## src/rtl/srf_pkg.sv

```systemverilog
package srf_pkg;
  typedef enum logic [2:0] {
    ST_OFF    = 3'd0,
    ST_IDLE   = 3'd1,
    ST_ENTER  = 3'd2,
    ST_ACTIVE = 3'd3,
    ST_SFU    = 3'd4,
    ST_EXIT   = 3'd5
  } srf_state_e;

  localparam int unsigned DEFAULT_THR = 5;
  localparam int unsigned RETRAIN_ADD = 4;
endpackage

```

## src/rtl/srf_idle_counter.sv

```systemverilog
module srf_idle_counter #(
  parameter int unsigned CNT_W = 6
) (
  input  logic             clk,
  input  logic             rst_n,
  input  logic             count_en,
  input  logic             frame_strobe,
  input  logic             frame_changed,
  input  logic [CNT_W-1:0] thr,
  output logic             done
);
  logic [CNT_W-1:0] cnt_q, cnt_d;

  always_comb begin
    cnt_d = cnt_q;
    if (!count_en || frame_changed) cnt_d = '0;
    else if (frame_strobe && (cnt_q < thr)) cnt_d = cnt_q + 1'b1;
  end

  always_ff @(posedge clk or negedge rst_n) begin
    if (!rst_n) cnt_q <= '0;
    else        cnt_q <= cnt_d;
  end

  assign done = (cnt_q >= thr);


  cnt_clear_chk: assert property (@(posedge clk) disable iff (!rst_n)
    (count_en && frame_changed) |=> (cnt_q == '0));


  cnt_gate_chk: assert property (@(posedge clk) disable iff (!rst_n)
    (!count_en) |=> (cnt_q == '0));
endmodule

```

## src/rtl/srf_ctl_regs.sv

```systemverilog
module srf_ctl_regs (
  input  logic clk,
  input  logic rst_n,
  input  logic set_enable,
  input  logic set_entry,
  input  logic clr_entry,
  input  logic set_sfu,
  input  logic dis_accept,
  input  logic sfu_done,
  output logic en_q,
  output logic entry_q,
  output logic sfu_q
);
  logic en_d, entry_d, sfu_d;

  always_comb begin
    en_d    = en_q;
    entry_d = entry_q;
    sfu_d   = sfu_q;
    if (set_enable) en_d = 1'b1;
    if (set_entry)  entry_d = 1'b1;
    if (clr_entry)  entry_d = 1'b0;
    if (set_sfu && en_q) sfu_d = 1'b1;
    if (sfu_done)   sfu_d = 1'b0;
    if (dis_accept) begin
      en_d    = 1'b0;
      entry_d = 1'b0;
      sfu_d   = 1'b0;
    end
  end

  always_ff @(posedge clk or negedge rst_n) begin
    if (!rst_n) begin
      en_q    <= 1'b0;
      entry_q <= 1'b0;
      sfu_q   <= 1'b0;
    end else begin
      en_q    <= en_d;
      entry_q <= entry_d;
      sfu_q   <= sfu_d;
    end
  end


  sfu_drop_chk: assert property (@(posedge clk) disable iff (!rst_n)
    (!en_q && !sfu_q && !set_enable) |=> !sfu_q);
endmodule

```

## src/rtl/srf_sequencer.sv

```systemverilog
module srf_sequencer
  import srf_pkg::*;
#(
  parameter int unsigned IDLE_W = 4
) (
  input  logic              clk,
  input  logic              rst_n,
  input  logic              set_enable,
  input  logic              set_entry,
  input  logic              clr_entry,
  input  logic              set_sfu,
  input  logic              disable_req,
  input  logic              frame_strobe,
  input  logic              frame_changed,
  input  logic [IDLE_W-1:0] cfg_idle,
  input  logic              cfg_no_retrain,
  input  logic              static_ack,
  input  logic              update_ack,
  input  logic              wake_ack,
  output logic [2:0]        state,
  output logic              in_trans,
  output logic              active,
  output logic              sfu_pending,
  output logic              send_static,
  output logic              send_update,
  output logic              send_wake
);
  localparam int unsigned CNT_W = IDLE_W + 2;

  srf_state_e st_q, st_d;
  logic en_q, entry_q, sfu_q;
  logic dis_accept, sfu_done, idle_done;
  logic [CNT_W-1:0] thr;
  logic strobe_static_q, strobe_update_q, strobe_wake_q;

  // idle threshold from the configured value
  always_comb begin
    if (cfg_idle == '0) thr = CNT_W'(DEFAULT_THR);
    else                thr = CNT_W'(cfg_idle) + 1'b1;
    if (cfg_no_retrain) thr = thr + CNT_W'(RETRAIN_ADD);
  end

  assign in_trans   = (st_q == ST_ENTER) || (st_q == ST_SFU) || (st_q == ST_EXIT);
  assign dis_accept = disable_req && !in_trans;
  assign sfu_done   = (st_q == ST_SFU) && update_ack;

  srf_ctl_regs u_ctl (
    .clk        (clk),
    .rst_n      (rst_n),
    .set_enable (set_enable),
    .set_entry  (set_entry),
    .clr_entry  (clr_entry),
    .set_sfu    (set_sfu),
    .dis_accept (dis_accept),
    .sfu_done   (sfu_done),
    .en_q       (en_q),
    .entry_q    (entry_q),
    .sfu_q      (sfu_q)
  );

  srf_idle_counter #(.CNT_W(CNT_W)) u_idle (
    .clk           (clk),
    .rst_n         (rst_n),
    .count_en      (st_q == ST_IDLE),
    .frame_strobe  (frame_strobe),
    .frame_changed (frame_changed),
    .thr           (thr),
    .done          (idle_done)
  );

  always_comb begin
    st_d = st_q;
    if (dis_accept) begin
      st_d = ST_OFF;
    end else begin
      case (st_q)
        ST_OFF:    if (en_q) st_d = ST_IDLE;
        ST_IDLE:   if (entry_q && idle_done) st_d = ST_ENTER;
        ST_ENTER:  if (static_ack) st_d = ST_ACTIVE;
        ST_ACTIVE: begin
          if (!entry_q)                    st_d = ST_EXIT;
          else if (frame_changed && sfu_q) st_d = ST_SFU;
          else if (frame_changed)          st_d = ST_EXIT;
        end
        ST_SFU:    if (update_ack) st_d = ST_ACTIVE;
        ST_EXIT:   if (wake_ack) st_d = ST_IDLE;
        default:   st_d = ST_OFF;
      endcase
    end
  end

  always_ff @(posedge clk or negedge rst_n) begin
    if (!rst_n) begin
      st_q            <= ST_OFF;
      strobe_static_q <= 1'b0;
      strobe_update_q <= 1'b0;
      strobe_wake_q   <= 1'b0;
    end else begin
      st_q            <= st_d;
      strobe_static_q <= (st_d == ST_ENTER) && (st_q != ST_ENTER);
      strobe_update_q <= (st_d == ST_SFU)   && (st_q != ST_SFU);
      strobe_wake_q   <= (st_d == ST_EXIT)  && (st_q != ST_EXIT);
    end
  end

  assign state       = st_q;
  assign active      = (st_q == ST_ACTIVE) || (st_q == ST_SFU);
  assign sfu_pending = sfu_q;
  assign send_static = strobe_static_q;
  assign send_update = strobe_update_q;
  assign send_wake   = strobe_wake_q;


  active_entry_order_chk: assert property (@(posedge clk) disable iff (!rst_n)
    (st_q == ST_IDLE || st_q == ST_OFF || st_q == ST_EXIT) |=> (st_q != ST_ACTIVE));


  exit_source_chk: assert property (@(posedge clk) disable iff (!rst_n)
    (st_q != ST_ACTIVE && st_q != ST_EXIT) |=> (st_q != ST_EXIT));


  disable_hold_chk: assert property (@(posedge clk) disable iff (!rst_n)
    (disable_req && in_trans) |=> (st_q != ST_OFF));


  sfu_selfclear_chk: assert property (@(posedge clk) disable iff (!rst_n)
    (st_q == ST_SFU && update_ack && !set_sfu) |=> !sfu_pending);


  strobe_excl_chk: assert property (@(posedge clk) disable iff (!rst_n)
    $onehot0({send_static, send_update, send_wake}));


  wake_on_exit_chk: assert property (@(posedge clk) disable iff (!rst_n)
    $rose(st_q == ST_EXIT) |-> send_wake);
endmodule

```

## config.mk

```make
export PLATFORM = sky130hd
export DESIGN_NAME = srf_sequencer
export DESIGN_NICKNAME = d
export VERILOG_FILES = /design/src/rtl/srf_pkg.sv /design/src/rtl/srf_idle_counter.sv /design/src/rtl/srf_ctl_regs.sv /design/src/rtl/srf_sequencer.sv
export SDC_FILE = /design/constraint.sdc
export NUM_CORES = 1
export LEC_CHECK = 0
export BUFFER_PORTS_ARGS = -buffer_cell sky130_fd_sc_hd__buf_2
export CAP_MARGIN = 25
export CORE_UTILIZATION = 53
export CTS_BUF_LIST = sky130_fd_sc_hd__clkbuf_4 sky130_fd_sc_hd__clkbuf_8 sky130_fd_sc_hd__clkbuf_16
export CTS_CLUSTER_DIAMETER = 150
export DETAILED_ROUTE_END_ITERATION = 6
export PLACE_DENSITY_LB_ADDON = 0.05
export SLEW_MARGIN = 20
export SYNTH_ARGS = -nofsm -noshare
export SYNTH_HDL_FRONTEND = slang
export SYNTH_SLANG_ARGS = --single-unit
```

## constraint.sdc

```tcl
create_clock -name clk -period 2.2 [get_ports clk]
set_input_delay 0.11 -clock clk [delete_from_list [all_inputs] [get_ports clk]]
set_output_delay 0.11 -clock clk [all_outputs]
set_load 0.01 [all_outputs]
```

### Yosys cells after proc, flatten, opt, wreduce, memory -nomap -nowiden

Index checks and enable logic that the tools add are counted.

| operators by class | value |
|---|---|
| add/subtract/negate cells | 3 |
| multiply operators | 0 |
| divide/modulo/power cells | 0 |
| order comparisons | 2 |
| equal/unequal tests | 11 |
| shift-type cells | 0 |
| multiplexer cells | 22 |
| bitwise gates (word level) | 0 |
| reduce and logical (&&, ||, !) cells | 21 |

Operator list:

| kind | number |
|---|---|
| two-way mux 3 bit | 9 |
| two-way mux 6 bit | 3 |
| case mux 3 bit (6 select lines) | 1 |
| equality test 3 bit (second input constant) | 4 |
| equality test 3 x 2 -> 1 bit (second input constant) | 3 |
| logical AND 1 bit | 9 |
| two-way mux 1 bit | 8 |
| adder 6 x 1 -> 6 bit (second input constant) | 1 |
| adder 6 x 3 -> 6 bit (second input constant) | 1 |
| greater-or-equal comparator 6 bit | 1 |
| < comparator 6 bit | 1 |
| inequality test 3 bit (second input constant) | 2 |
| nonzero test 3 bit | 2 |
| adder 4 x 1 -> 5 bit (second input constant) | 1 |
| two-way mux 5 bit | 1 |
| zero test 4 bit | 1 |
| logical OR 1 bit | 4 |
| nonzero test 2 bit | 2 |
| equality test 3 x 1 -> 1 bit (second input constant) | 1 |
| zero test 3 bit | 1 |
| inequality test 3 x 2 -> 1 bit (second input constant) | 1 |
| zero test 1 bit | 2 |

| word-level totals | value |
|---|---|
| bits in registers | 15 |
| bits in latches | 0 |
| bits in writable memories | 0 |
| memory bits (read-only) | 0 |
| input port bits | 17 |
| output and inout bits | 9 |
| word-level logic and storage cells | 67 |
| memories | 0 |

### Depth between registers and ports, before layout

Gate-level depths: netlist of the first run.

| depth | value |
|---|---|
| depth after elaboration | 11 |
| depth in mapped cells | 13 |
| depth with buffers taken out | 12 |

### By module

Synthesis of the first run repeated with hierarchy kept, for this count alone.

| unflattened totals | value |
|---|---|
| cells, all modules | 127 |
| area total of the unflattened synthesis | 1,146.1 µm² |

Modules (own cells, without submodules):

| module | instances | cells each | area an instance (µm²) |
|---|---|---|---|
| srf_idle_counter | 1 | 59 | 518.0 |
| srf_sequencer | 1 | 59 | 516.7 |
| srf_ctl_regs | 1 | 9 | 111.4 |

### Worst setup path after synthesis of the first run

No wires, ideal clock.

| timing path | value |
|---|---|
| path kind | in2reg |
| from | in cfg_idle[0] |
| to | reg u_idle.cnt_q[2] |
| setup time | 78 ps |
| data arrival time | 2,239 ps |
| slack | -117 ps |
| stages | 10 |
| path through | ha_1 -> and2_1 -> a21oi_1 -> ha_1 -> mux2i_1 -> ha_1 -> and4_1 -> o21a_1 -> or4_1 -> a21boi_1 |

| between the ends | value |
|---|---|
| longest elaborated chain between the ends | 7 |
| elaborated cells between the ends (all ways) | 8 |

RTL lines:

| element | line | source |
|---|---|---|
| start, declared | srf_sequencer.sv:15 | `input logic [IDLE_W-1:0] cfg_idle,` |
| adder 4 x 1 -> 5 bit / zero test 4 bit (equally long branches) | srf_sequencer.sv:39, srf_sequencer.sv:38 |  |
| two-way mux 5 bit * | srf_sequencer.sv:38 | `if (cfg_idle == '0) thr = CNT_W'(DEFAULT_THR);` |
| adder 6 x 3 -> 6 bit | srf_sequencer.sv:40 | `if (cfg_no_retrain) thr = thr + CNT_W'(RETRAIN_ADD);` |
| two-way mux 6 bit * | srf_sequencer.sv:40 |  |
| < comparator 6 bit * | srf_idle_counter.sv:17 | `else if (frame_strobe && (cnt_q < thr)) cnt_d = cnt_q + 1'b1;` |
| logical AND 1 bit * | srf_idle_counter.sv:17 |  |
| nonzero test 2 bit (no line) * | -- |  |
| end signal, assigned | srf_idle_counter.sv:22 | `else cnt_q <= cnt_d;` |
| end, declared | srf_idle_counter.sv:12 | `logic [CNT_W-1:0] cnt_q, cnt_d;` |

Mark *: on every way between the ends. The rest lies on a longest branch, timed or not.
A chain may end at the register's enable or synchronous reset.

### Final worst setup path of the first run

| timing path | value |
|---|---|
| from | in cfg_idle[0] |
| to | reg u_idle.cnt_q[4] |

Same word-level chain as after synthesis.

==> summary.txt, run 1 <==
Finish
  • Post-route cell area: 0.00153 sq mm
  • Final nets: 196
  • Fill count: 140
  • Share of cells above drive strength 1: 0.351
  • Ant diodes: 0
  • Layout area overhead: 30.6%

Setup path
  • Worst reg2reg path depth: 5
  • Crit-path cells: buf_4 > ha_4 > and2_4 > a21oi_4 > ha_4 > mux2i_1 > ha_1 > and4_4 > o21a_4 > or4_4 > a21boi_2
  • Slowest-stage cell, CP: or4_4
  • Critical Path RT: 2.43 ns
  • Crit path launch type: input port
  • Crit path kind: input port to flip-flop
  • Worst Path Max Fanout: 7
  • Worst Path Arrival: 2.34 ns
  • CP peak stage delay: 0.52 ns
  • Setup crit end kind: flip-flop
  • Most used cell, CP: ha_4

Yosys
  • Fraction of registers with async set/reset: 1.00
  • Post-synth top area cell: dfrtp_1
  • Syn_nets: 160
  • #FFs+latches synth: 15
  • Mapped cell area: 0.00117 sq mm
  • Synth Instances: 133
  • Synth unique cells: 42
  • Top-area cell type share of the netlist area: 0.321
  • Synth top area cells: dfrtp_1 32%, ha_1 11%, a21oi_1 5.6%
  • Synth cell count leaders: 15 x dfrtp_1, 13 x a21oi_1, 11 x nor2_1
  • EDFF count, synth: 0
  • Syn_area_per_cell: 8.81 sq um
  • Ys Warns: 0
  • Ys flop type: dfrtp_1
  • Sequential share of the synthesized area: 0.321
  • Cell with the most instances after synthesis: dfrtp_1

Floorplan
  • Die area: 0.00240 sq mm
  • Starting Density: 0.579
  • Core area: 0.00202 sq mm
  • Ports: 26
  • Cell Rows: 16
  • Die W: 49.0 microns
  • Die Y: 49.0 microns

Placement
  • DPL Wire Length: 1910 microns
  • Area after DPL: 0.00136 sq mm
  • # port buffers: 25
  • Routability Congestion: 0.855
  • Worst slack, placed: -0.276 ns

Clock network
  • CTS max path bufs: 2
  • TritonCTS Buffers: 3
  • Clock Latency Late Sink: 0.29 ns
  • CTS tree: done
  • CTS H-tree lvls: 1
  • Clk sinks: 15
  • Root Driver: clkbuf_4
  • Clock transition at path regs: 0.10 ns

Power and ir drop
  • P per Cell Area: 407 mW/mm^2
  • VDD IR-drop max: 0.301 mV
  • LEAKAGE: 0.715 nW

STA
  • Final Cycle Share: 0.959
  • Final setup violation count: 0
  • Slew HR: 0.604
  • Worst Tran Pin Value: 0.593 ns
  • Worst Skew: 0.00180 ns
  • Final-report hold violation count: 0
  • WHS: 0.0307 ns
  • Setup ws final: 0.0899 ns
  • Fin. max-slew vios: 0
  • RSZ-0062 raised after global routing: no
  • Final min period: 2.11 ns
  • Max frequency: 474 MHz

Global route
  • All-Layer GR Usage: 0.218
  • Vias in the first global route: 954
  • Grt total ovfl: 0
  • First-pass GRT wire length: 4090 microns
  • Pin count of the biggest net entering global routing: 16
  • Initial antenna violation count: 0

Min path
  • Hold path depth: 2
  • Worst hold path type: input port to flip-flop

Route
  • DRC: 0
  • Avg WL per Cell: 14.2 microns
  • Antenna-violating nets left: 0
  • Vias: 1124
  • Drt total wl: 2770 microns
  • DR vias/cell: 5.76
  • DR iter-0 viols: 25
  • TritonRoute pass-1 iters: 4

Job
  • Max-Cap Viols: 0

Run status
  • Status: complete, no violations
## through the flow
stage                     total power, mW   util  setup TNS, ns  std cells
after detailed placement            0.433  0.675          -2.02        188
after global routing                0.658  0.756              0        195
after CTS                           0.600  0.698              0        194
after floorplan                     0.383      -              0        133
after global placement              0.429  0.675          -1.69        188
final                               0.622  0.756              0        195
## report_power, final
group	internal [mW]	switching, mW	total [mW]
combinational	0.0747	0.0839	0.159
clock	0.0676	0.0986	0.166
sequential	0.283	0.0141	0.297
## layer usage
layer	track usage	routed length, microns	up-vias
li1	-	-	552
met1	0.320	1240	531
met2	0.343	1360	36
met3	0.0280	131	5
met4	0.0441	34	0
met5	0	0	-
## registers in the layout, summed over array words and instances, names as in the netlist
| register | count |
|---|---|
| u_ctl.en_q | 1 |
| u_idle.cnt_q | 6 |
| u_ctl.sfu_q | 1 |
| send_wake | 1 |
| state | 3 |
| send_update | 1 |
| send_static | 1 |
| u_ctl.entry_q | 1 |
## critical path: cells and delay by family
| kind | cells | cell delay, ns |
|---|---|---|
| simple gates | 3 | 0.86 |
| fa+ha+maj | 3 | 0.66 |
| mux | 1 | 0.14 |
| buf+inv | 1 | 0.14 |
| compound gates | 3 | 0.44 |
## placed cells by master, fill, tap and decap left out, types with 3 or more instances in the layout
| master | instances |
|---|---|
| a21oi_1 | 11 |
| and3_1 | 3 |
| buf_2 | 23 |
| buf_4 | 11 |
| clkbuf_4 | 3 |
| dfrtp_1 | 15 |
| ha_1 | 7 |
| ha_4 | 3 |
| inv_1 | 5 |
| inv_2 | 3 |
| mux2i_1 | 5 |
| nand2_1 | 10 |
| nand2b_1 | 4 |
| nand3_1 | 3 |
| nand4_1 | 3 |
| nor2_1 | 10 |
| nor2b_1 | 4 |
| o21ai_0 | 4 |
| o31ai_1 | 3 |
| xnor2_1 | 3 |
## cell type report
class / instances / area [sq um] / area share
multi-input cells: 105 / 845 / 0.552
clock inverters: 1 / 5.00 / 0.00327
inverters: 8 / 30.0 / 0.0196
flip-flops and latches: 15 / 375 / 0.245
clock buffers: 3 / 22.5 / 0.0147
repair buffers: 36 / 218 / 0.142
well taps: 27 / 33.8 / 0.0221
## what timing repair did
item,4_1_cts,5_1_grt
endpoints found under the setup margin,0,8
resized for setup,0,23
setup buffers,0,1
hold endpoints to repair,16,0
hold buffers,2,0
## cell families (layout without fill, tap and decap cells)
| logic type | Yosys count | in the layout | share of synthesized area |
|---|---|---|---|
| other | 1 | 1 | 0.00320 |
| adder cells (fa/ha/maj) | 10 | 10 | 0.107 |
| flip-flops | 15 | 15 | 0.321 |
| AND/OR/NAND/NOR | 52 | 52 | 0.244 |
| buffers and inverters | 13 | 48 | 0.0555 |
| AO/OA/AOI/OAI | 34 | 34 | 0.205 |
| XOR/XNOR | 3 | 3 | 0.0224 |
| multiplexers | 5 | 5 | 0.0427 |
## worst paths after layout
kind / from / to / slack (ns)
worst max-delay path: cfg_idle[0] / u_idle.cnt_q[4] / 0.09
worst min-delay path: disable_req / u_ctl.en_q / 0.03
worst max register to register: u_idle.cnt_q[1] / u_idle.cnt_q[4] / 0.31
worst min register to register: u_ctl.sfu_q / u_ctl.sfu_q / 0.57
max in group asynchronous: rst_n / u_ctl.sfu_q / 1.70
min in group asynchronous: rst_n / u_idle.cnt_q[4] / 0.24
Note: power is estimated with default switching activity, not from simulation.
==> run 2: changes to the inputs <==
--- a/config.mk
+++ b/config.mk
@@ -11,7 +11,8 @@
 export CTS_BUF_LIST = sky130_fd_sc_hd__clkbuf_4 sky130_fd_sc_hd__clkbuf_8 sky130_fd_sc_hd__clkbuf_16
 export CTS_CLUSTER_DIAMETER = 150
 export DETAILED_ROUTE_END_ITERATION = 6
-export PLACE_DENSITY_LB_ADDON = 0.05
+export PLACE_DENSITY = 0.9
+export SETUP_SLACK_MARGIN = 0.1
 export SLEW_MARGIN = 20
 export SYNTH_ARGS = -nofsm -noshare
 export SYNTH_HDL_FRONTEND = slang
==> run 2 against run 1 <==
  * Final cell count fell by 1.0%
  * Via count rose by 2.0%
  * Combinational power rose by 6%
  * Critical path type unchanged
  * Register-to-register slack got worse by 0.07 ns
  * Wire length rose by 12%
==> summary.txt, run 2 (synthesis gave the netlist of run 1 again) <==
Setup path
  • Worst Path Arrival: 2.30 ns
  • Crit path launch type: input port
  • Setup crit end kind: flip-flop
  • Crit path kind: input port to flip-flop
  • Critical Path RT: 2.38 ns
  • Worst Path Max Fanout: 3

Min path
  • Worst hold path type: input port to flip-flop

Finish
  • Share of cells above drive strength 1: 0.331
  • Post-Layout Cell Count: 193
  • Max FFs per register: 6
  • Most frequent cells in the layout: 23 x buf_2, 15 x dfrtp_1, 11 x a21oi_1
  • Ant diodes: 0
  • Most flops, register: u_idle.cnt_q
  • Core Util, Final: 0.751
  • Final nets: 194
  • Layout area overhead: 29.7%
  • Commonest non-fill, non-tap cell in the layout: buf_2

Clock network
  • CTS max path bufs: 2
  • Clk sinks: 15
  • Clock transition at path regs: 0.11 ns
  • Clock Latency Late Sink: 0.31 ns
  • CTS H-tree lvls: 1
  • Root Driver: clkbuf_4
  • TritonCTS Buffers: 3
  • CTS tree: done

Global route
  • All-Layer GR Usage: 0.253
  • Pin count of the biggest net entering global routing: 16
  • Vias in the first global route: 1059
  • Grt total ovfl: 0
  • Initial antenna violation count: 0
  • First-pass GRT wire length: 4650 microns

Floorplan
  • Die Y: 49.0 microns
  • Die area: 0.00240 sq mm
  • Ports: 26
  • Core area: 0.00202 sq mm
  • Starting Density: 0.579
  • Cell Rows: 16
  • Die W: 49.0 microns

Placement
  • DPL Wire Length: 2040 microns
  • Routability Congestion: 0.876
  • Worst slack, placed: -0.269 ns
  • Post-Place Cells: 186
  • # port buffers: 25

STA
  • Final Cycle Share: 0.966
  • Final-report hold violation count: 0
  • Setup ws final: 0.0743 ns
  • Fin. max-slew vios: 0
  • Slew HR: 0.603
  • Worst Skew: 0.00868 ns
  • Max frequency: 470 MHz
  • Final min period: 2.13 ns
  • WHS: 0.0225 ns
  • RSZ-0062 raised after global routing: yes
  • Worst Tran Pin Value: 0.594 ns
  • Final setup violation count: 0

Run status
  • Status: complete, no violations

Route
  • Drt total wl: 3110 microns
  • Antenna-violating nets left: 0
  • DRC: 0
  • Avg WL per Cell: 16.1 microns
  • DR iter-0 viols: 48
  • Vias: 1146
  • TritonRoute pass-1 iters: 4
  • DR vias/cell: 5.94

Job
  • Max-Cap Viols: 0

Power and ir drop
  • LEAKAGE: 0.713 nW
  • VDD IR-drop max: 0.354 mV
  • P per Cell Area: 422 mW/mm^2
  • Total power: 0.642 mW
==> run 2: metrics by stage <==
stage | TNS [ns] | area, sq um
floorplan | 0 | 1190
global placement | -1.18 | 1360
detailed placement | -1.90 | 1360
CTS | 0 | 1420
global route | -0.00988 | 1520
finish | 0 | 1520
==> run 2: critical path, stage by stage <==
cell	delay [ns]
buf_8	0.11
ha_4	0.16
and2_4	0.14
a21oi_4	0.15
ha_4	0.15
nand2_1	0.05
xnor2_1	0.12
ha_1	0.30
and4_1	0.22
buf_4	0.14
and3_1	0.17
a221oi_1	0.34
a21oi_1	0.13
==> run 2: report_power, final <==
part,switching (mW),total (mW),internal [mW]
Clock,0.107,0.175,0.0680
Sequential,0.0160,0.299,0.283
Combinational,0.0898,0.168,0.0782
==> run 2: cell type report <==
type / count / area, sq um
Multi-Input combinational cell: 105 / 836
Timing Repair Buffer: 34 / 214
Tap cell: 27 / 33.8
Inverter: 8 / 32.5
Sequential cell: 15 / 375
Clock inverter: 1 / 5.00
Clock buffer: 3 / 22.5
Fill cell: 132 / 503
==> run 2: worst paths after layout <==
path                        startpoint         endpoint  slack [ns]  cells past startpoint
max in group asynchronous        rst_n      u_ctl.sfu_q        1.72                      2
hold reg to reg            u_ctl.sfu_q      u_ctl.sfu_q        0.55                      2
setup / recovery           cfg_idle[1]         state[1]        0.07                     13
hold / removal             disable_req    u_ctl.entry_q        0.02                      2
setup reg to reg              state[0]  u_idle.cnt_q[5]        0.24                      4
min in group asynchronous        rst_n  u_idle.cnt_q[4]        0.22                      2
==> run 2: repair_timing <==
| item | CTS | global route |
|---|---|---|
| hold buffers | 2 | 0 |
| hold endpoints to repair | 16 | 0 |
| cloned | 0 | 0 |
| endpoints found under the setup margin | 1 | 10 |
| pin swaps | 0 | 9 |
| buffers inserted | 0 | 1 |
| gates resized for setup | 2 | 20 |
==> run 2: metal layers <==
metal / wire length (microns) / global-route usage
met5: 0 / 0
met3: 161 / 0.0467
met4: 72 / 0.0735
met1: 1300 / 0.313
met2: 1580 / 0.447
